**config.mk**
```make
export PLATFORM = sky130hd
export DESIGN_NAME = boot_overlay_seq
export DESIGN_NICKNAME = d
export VERILOG_FILES = /design/src/rtl/boot_ovl_pkg.sv /design/src/rtl/bov_edge_detect.sv /design/src/rtl/bov_access_counter.sv /design/src/rtl/boot_overlay_seq.sv
export SDC_FILE = /design/constraint.sdc
export NUM_CORES = 1
export LEC_CHECK = 0
export BUFFER_PORTS_ARGS = -buffer_cell sky130_fd_sc_hd__buf_2
export CORE_AREA = 2 2 39 41
export CTS_BUF_LIST = sky130_fd_sc_hd__clkbuf_8 sky130_fd_sc_hd__clkbuf_16
export DETAILED_ROUTE_END_ITERATION = 12
export DIE_AREA = 0 0 41 43
export GPL_TIMING_DRIVEN = 1
export PLACE_DENSITY = 0.35
export REMOVE_ABC_BUFFERS = 1
export SETUP_SLACK_MARGIN = 0.02
export SYNTH_ARGS = -nofsm -noshare
export SYNTH_HDL_FRONTEND = slang
export SYNTH_SLANG_ARGS = --single-unit
```
**constraint.sdc**
```tcl
create_clock -name clk -period 1.4 [get_ports clk]
set_input_delay 0.35 -clock clk [delete_from_list [all_inputs] [get_ports clk]]
set_output_delay 0.35 -clock clk [all_outputs]
set_load 0.02 [all_outputs]
```
**src/rtl/boot_ovl_pkg.sv**
```systemverilog
package boot_ovl_pkg;
   typedef enum logic {
      OVL_ARMED    = 1'b0,
      OVL_RELEASED = 1'b1
   } ovl_state_e;

   function automatic int cnt_width(input int limit);
      return (limit < 2) ? 1 : $clog2(limit);
   endfunction
endpackage

```
**src/rtl/bov_edge_detect.sv**
```systemverilog
module bov_edge_detect #(
   parameter int SYNC_STAGES = 2
) (
   input  logic clk,
   input  logic rst_n,
   input  logic din,
   output logic rise
);
   logic sampled;
   logic prev_q;

   if (SYNC_STAGES < 0) begin : g_bad_stages
      $error("bov_edge_detect: SYNC_STAGES must not be negative");
   end

   if (SYNC_STAGES == 0) begin : g_direct
      assign sampled = din;
   end else begin : g_sync
      logic [SYNC_STAGES-1:0] chain_q;
      always_ff @(posedge clk or negedge rst_n) begin
         if (!rst_n) begin
            chain_q <= '0;
         end else begin
            chain_q[0] <= din;
            for (int i = 1; i < SYNC_STAGES; i++) begin
               chain_q[i] <= chain_q[i-1];
            end
         end
      end
      assign sampled = chain_q[SYNC_STAGES-1];
   end

   always_ff @(posedge clk or negedge rst_n) begin
      if (!rst_n) prev_q <= 1'b0;
      else        prev_q <= sampled;
   end

   assign rise = sampled & ~prev_q;

   AST_RISE_ISOLATED: assert property (@(posedge clk) disable iff (!rst_n)
      rise |=> !rise);
endmodule

```
**src/rtl/bov_access_counter.sv**
```systemverilog
module bov_access_counter
   import boot_ovl_pkg::*;
#(
   parameter int RELEASE_COUNT = 4
) (
   input  logic clk,
   input  logic rst_n,
   input  logic step,
   output logic armed
);
   localparam int CNT_W = cnt_width(RELEASE_COUNT);
   localparam logic [CNT_W-1:0] LAST = CNT_W'(RELEASE_COUNT - 1);

   if (RELEASE_COUNT < 1) begin : g_bad_count
      $error("bov_access_counter: RELEASE_COUNT must be at least 1");
   end

   ovl_state_e       state_q;
   logic [CNT_W-1:0] count_q;

   always_ff @(posedge clk or negedge rst_n) begin
      if (!rst_n) begin
         state_q <= OVL_ARMED;
         count_q <= '0;
      end else if (state_q == OVL_ARMED && step) begin
         if (count_q == LAST) state_q <= OVL_RELEASED;
         else                 count_q <= count_q + CNT_W'(1);
      end
   end

   assign armed = (state_q == OVL_ARMED);

   AST_NO_STEP_NO_CHANGE: assert property (@(posedge clk) disable iff (!rst_n)
      !step |=> $stable(count_q) && $stable(state_q));
   AST_RELEASE_AT_LAST: assert property (@(posedge clk) disable iff (!rst_n)
      $fell(armed) |-> $past(count_q) == LAST);
   AST_HOLD_RELEASED: assert property (@(posedge clk) disable iff (!rst_n)
      !armed |=> !armed);
   AST_COUNT_BOUND: assert property (@(posedge clk) disable iff (!rst_n)
      armed |-> count_q <= LAST);
endmodule

```
**src/rtl/boot_overlay_seq.sv**
```systemverilog
module boot_overlay_seq #(
   parameter int RELEASE_COUNT = 4,
   parameter int SYNC_STAGES   = 2
) (
   input  logic clk,
   input  logic por_n,
   input  logic strap_en,
   input  logic rd_access,
   output logic overlay_n
);
   logic access_rise;
   logic armed;

   bov_edge_detect #(.SYNC_STAGES(SYNC_STAGES)) edge_i (
      .clk   (clk),
      .rst_n (por_n),
      .din   (rd_access),
      .rise  (access_rise)
   );

   bov_access_counter #(.RELEASE_COUNT(RELEASE_COUNT)) cnt_i (
      .clk   (clk),
      .rst_n (por_n),
      .step  (access_rise),
      .armed (armed)
   );

   assign overlay_n = ~(armed & strap_en);

   AST_NO_REARM: assert property (@(posedge clk) disable iff (!por_n)
      $rose(overlay_n) && $stable(strap_en) |=> overlay_n);
   AST_RELEASE_NEEDS_EDGE: assert property (@(posedge clk) disable iff (!por_n)
      $fell(armed) |-> $past(access_rise));
endmodule

```
* Word-level counts from Yosys, hierarchy flattened
Index checks and enable logic that the tools add are counted.
** Storage, ports and cells
- Flip-flop bits (word level) :: 6
- Logic and storage cells :: 15
- Input port bits :: 4
** Operators by class
- Equal/unequal tests :: 1
- Bitwise gates (word level) :: 6
- Reductions and logical operators :: 3
- $add $sub $neg :: 1
** Operator list (count)
- $not A1 Y1 :: 4
- $reduce_and A2 Y1 :: 2
- $add A2 B1 Y2 const B :: 1
- $and A1 B1 Y1 :: 2
- $eq A2 B2 Y1 const B :: 1
- $logic_and A1 B1 Y1 :: 1

* Depth between registers and ports, before layout
- Word-level depth :: 4
- Gate-level depth with buffers :: 3
- Gate-level depth less buffers :: 3

* Hierarchy
Synthesis repeated with hierarchy kept, for this count alone.
** Unflattened totals
- Cell total of the unflattened synthesis :: 15
- Area total of the unflattened synthesis :: 230.2 um2
** By module, submodules not included
- bov_access_counter :: times used 1, cells each 10, area each 137.6 um2
- bov_edge_detect :: times used 1, cells each 4, area each 88.8 um2
- boot_overlay_seq :: times used 1, cells each 1, area each 3.8 um2

* Worst setup path after synthesis
No wires, ideal clock.
- Kind :: reg2reg
- From :: register cnt_i.count_q[0]
- To :: register cnt_i.count_q[1]
- Path slack :: 49 ps
- Arrival time :: 1223 ps
- Required time :: 1272 ps
- Buffers on the path :: 0
- Setup time :: 128 ps
- Stages on the path, launching flop included :: 4
- Clock period less this slack :: 1351 ps
- Cells stage by stage :: dfrtp_1 ha_1 nor4b_4 mux2_1
** Between the ends
- Word-level cells in the longest chain between the ends :: 3
** Ends and longest elaborated chain
- start, declared :: line bov_access_counter.sv:19 : logic [CNT_W-1:0] count_q;
- start signal, assigned :: line bov_access_counter.sv:27 : else count_q <= count_q + CNT_W'(1);
- $eq A2 B2 Y1 :: line bov_access_counter.sv:26 : if (count_q == LAST) state_q <= OVL_RELEASED;
- $not A1 Y1 (no line)
- $reduce_and A2 Y1 (no line)
Several ways; a longest one is shown, not always the timed one.
A chain may end at the register's enable or synchronous reset.

* Worst setup path in the final report
- From :: register cnt_i.count_q[1]
- To :: register cnt_i.count_q[1]
The elaborated chain is that of the path after synthesis.

==> metrics.md <==
| Metric | Value |
|---|---|
| DR WL/cell | `around 9.5 um` |
| Worst R2R Start | `cnt_i.count_q[1]` |
| Crit-path max FO | `2` |
| DR iter-0 viols | `0` |
| WHS Endpoint | `edge_i.g_sync.chain_q[0]` |
| Largest net degree at the start of global routing | `7` |
| Post-Syn Area per Cell | `17.3 sq um` |
| Min-delay src | `rd_access` |
| WP data required | `1.50 ns` |
| Part of the power in the clock network | `between 30% and 40%` |
| Most crowded layer after global routing | `met4` |
| Synthesized area | `225 sq um` |
| CTS tree | `done` |
| Yosys warns | `0` |
| Worst-Skew Late Latency | `0.22 ns` |
| Post-DP Area | `280 sq um` |
| CP Class | `flop to flop` |
| CTS Buffer Depth | `2` |
| Chip width | `41 um` |
| Grt ovf | `0` |
| Worst EP arrival | `approximately 1.4 ns` |
| Final Non-Filler Cells | `40` |
| Slew @ Worst Pin | `roughly 0.26 ns` |
| Initial DRT Pass Iterations | `1` |
| Gate power share | `between 20% and 30%` |
| Seq pwr share | `a little over a third` |
| GR met3 Demand/Resource | `3.14%` |
| Number of I/O port buffers | `4` |
| Design Area, Final | `345 sq um` |
| Peak supply drop | `0.551 mV` |
| Final total power | `689 uW` |
| Global placer's final weighted congestion | `0.675` |
| Count of different cell masters after synthesis | `8` |
| Min-delay worst type | `input port to flop` |
| Relative max-transition margin | `between 80 and 90%` |
| Initial antenna violation count | `0` |
| Die area | `0.00176 sq mm` |
| Ports | `5` |
| Layout area overhead | `53.3%` |
| Final Hold Fails | `0` |
| Power per cell area | `2000 mW/mm^2` |
| Via count | `130` |
| Clock root cell | `clkbuf_8` |
| Row Count | `14` |
| Achievable frequency | `about 750 MHz` |
| Routed WL | `between 300 and 400 um` |
| Post-layout min period | `1.33 ns` |
| R2R cell count | `3` |
| Hold depth | `1` |
| Worst setup EP type | `flop` |
| R2r endpoint | `cnt_i.count_q[1]` |
| Reg clk slew, reported paths | `0.04 ns` |
| RSZ-0062 raised after global routing | `true` |
| Status | `finished, final reports clean` |
| Die Ht | `43 um` |
| CTS buffer count | `3` |
| Reg2reg setup slack | `0.07 ns` |
| Met1 usage | `under 10%` |
| Int Pwr | `520 uW` |
| FF+latch count, synth | `6` |
| Initial Util | `16.3%` |
| CTS H-tree lvls | `1` |
| Avg Vias per Cell | `about 3.3` |
| Static Leak | `around 0.00016 uW` |
| DP Cell Count | `35` |
| Share of cells above drive strength 1 | `about three fifths` |
| Final period util | `95.3%` |
| Post-route setup TNS | `0 ns` |
| Clock sinks | `6` |
| Synth Instances | `13` |
| Area of the core | `about 0.0014 sq mm` |
| First-pass GRT wire length | `just over 600 um` |
| Setup-failing EPs final | `0` |
| Sw frac | `24.5%` |
| Pins Over Slew Limit | `0` |
| Max_cap viols | `0` |
| Clk_skew | `0.00123 ns` |
| # DRC | `0` |
| GRT Total Usage | `6.38%` |
| Final ANT Viol Nets | `0` |
| Met2 Use GR | `7.81%` |
| Net switching power | `169 uW` |
| Number of global-route vias before repair | `163` |
| # diodes | `0` |
| Critical Path Source Type | `flop` |
| Nets | `31` |
| Sequential fraction of the synthesis area | `66.7%` |
==> power groups by stage <==
| stage | combinational, uW | clock (uW) | sequential [uW] |
|---|---|---|---|
| floorplan | 81.9 | 0 | 248 |
| global placement | 127 | 0 | 253 |
| detailed placement | 135 | 0 | 253 |
| CTS | 156 | 266 | 253 |
| global route | 203 | 277 | 258 |
| finish | 184 | 254 | 251 |
==> what timing repair did <==
item | 4_1_cts | 5_1_grt
buffers inserted | 0 | 1
gates resized for setup | 1 | 1
hold endpoints to repair | 6 | 0
pin swaps | 1 | 2
setup endpoints to repair | 1 | 1
cloned | 0 | 0
hold buffers | 1 | 0
==> final cells by class <==
type | instances | area [sq um]
inverter | 1 | 3.75
clock buffer | 3 | 41.3
timing repair buffer | 8 | 52.6
fill | 146 | 1040
multi-input combinational | 6 | 77.6
sequential | 6 | 150
tap | 16 | 20.0
==> cell usage after synthesis <==
cell type	n	area, sq um
dfrtp_1	6	150
a31o_2	1	8.76
ha_1	1	12.5
inv_1	1	3.75
mux2_1	1	11.3
nand2b_1	1	6.26
nor4b_4	1	23.8
xor2_1	1	8.76
==> placed cells by master (no fill, tap or decap) <==
master         synthesis  routed
inv_1                  1       1
nor4b_4                1       1
nand2b_1               1       1
buf_4                  0       3
mux2_4                 0       1
ha_2                   0       1
dlygate4sd3_1          0       1
dfrtp_1                6       6
a31o_2                 1       1
xor2_1                 1       1
clkbuf_8               0       3
buf_2                  0       4
==> critical path, cell delays in order, from the launching register on <==
cell,delay [ns]
dfrtp_1,0.37
ha_2,0.20
nor4b_4,0.31
mux2_4,0.33
==> logic make-up (layout without fill, tap and decap cells) <==
family	Yosys count	in the layout	share of synthesized area, %
muxes	1	1	5.00
xor gates and xnor gates	1	1	3.89
adders and majority gates	1	1	5.55
buffers and inverters	1	12	1.67
AOI/OAI and AO/OA	1	1	3.89
and+or+nand+nor	2	2	13.3
DFF	6	6	66.7
==> layer usage <==
metal	routed length [um]	part of all wire [%]
met1	167	44
met3	24	6.3
met2	185	49
met4	0	0
met5	0	0
==> how the worst max path moves through the flow <==
stage	depth (start not counted)	endpoint	slack (ns)	start
after floorplan	3	cnt_i.count_q[1]	0.05	cnt_i.count_q[0]
after global placement	3	cnt_i.count_q[1]	0.05	cnt_i.count_q[0]
after detailed placement	3	cnt_i.count_q[1]	0.03	cnt_i.count_q[0]
after CTS	3	cnt_i.count_q[1]	0.06	cnt_i.count_q[0]
after global routing	3	cnt_i.count_q[1]	0.01	cnt_i.count_q[1]
final	3	cnt_i.count_q[1]	0.07	cnt_i.count_q[1]
==> stage by stage <==
stage          util, %  hold WS (ns)  worst slack (ns)
3_3_place_gp      20.3         0.179            0.0455
4_1_cts           24.2         0.232            0.0615
2_1_floorplan        -        0.0544            0.0492
3_5_place_dp      20.3         0.178            0.0273
6_report          25.0         0.239            0.0657
5_1_grt           25.0         0.228            0.0111
==> registers in the layout, summed over array words and instances (netlist names) <==
| name | count |
|---|---|
| cnt_i.count_q | 2 |
| cnt_i.state_q | 1 |
| edge_i.g_sync.chain_q | 2 |
| edge_i.prev_q | 1 |
Note: power is estimated with default switching activity, not from simulation.
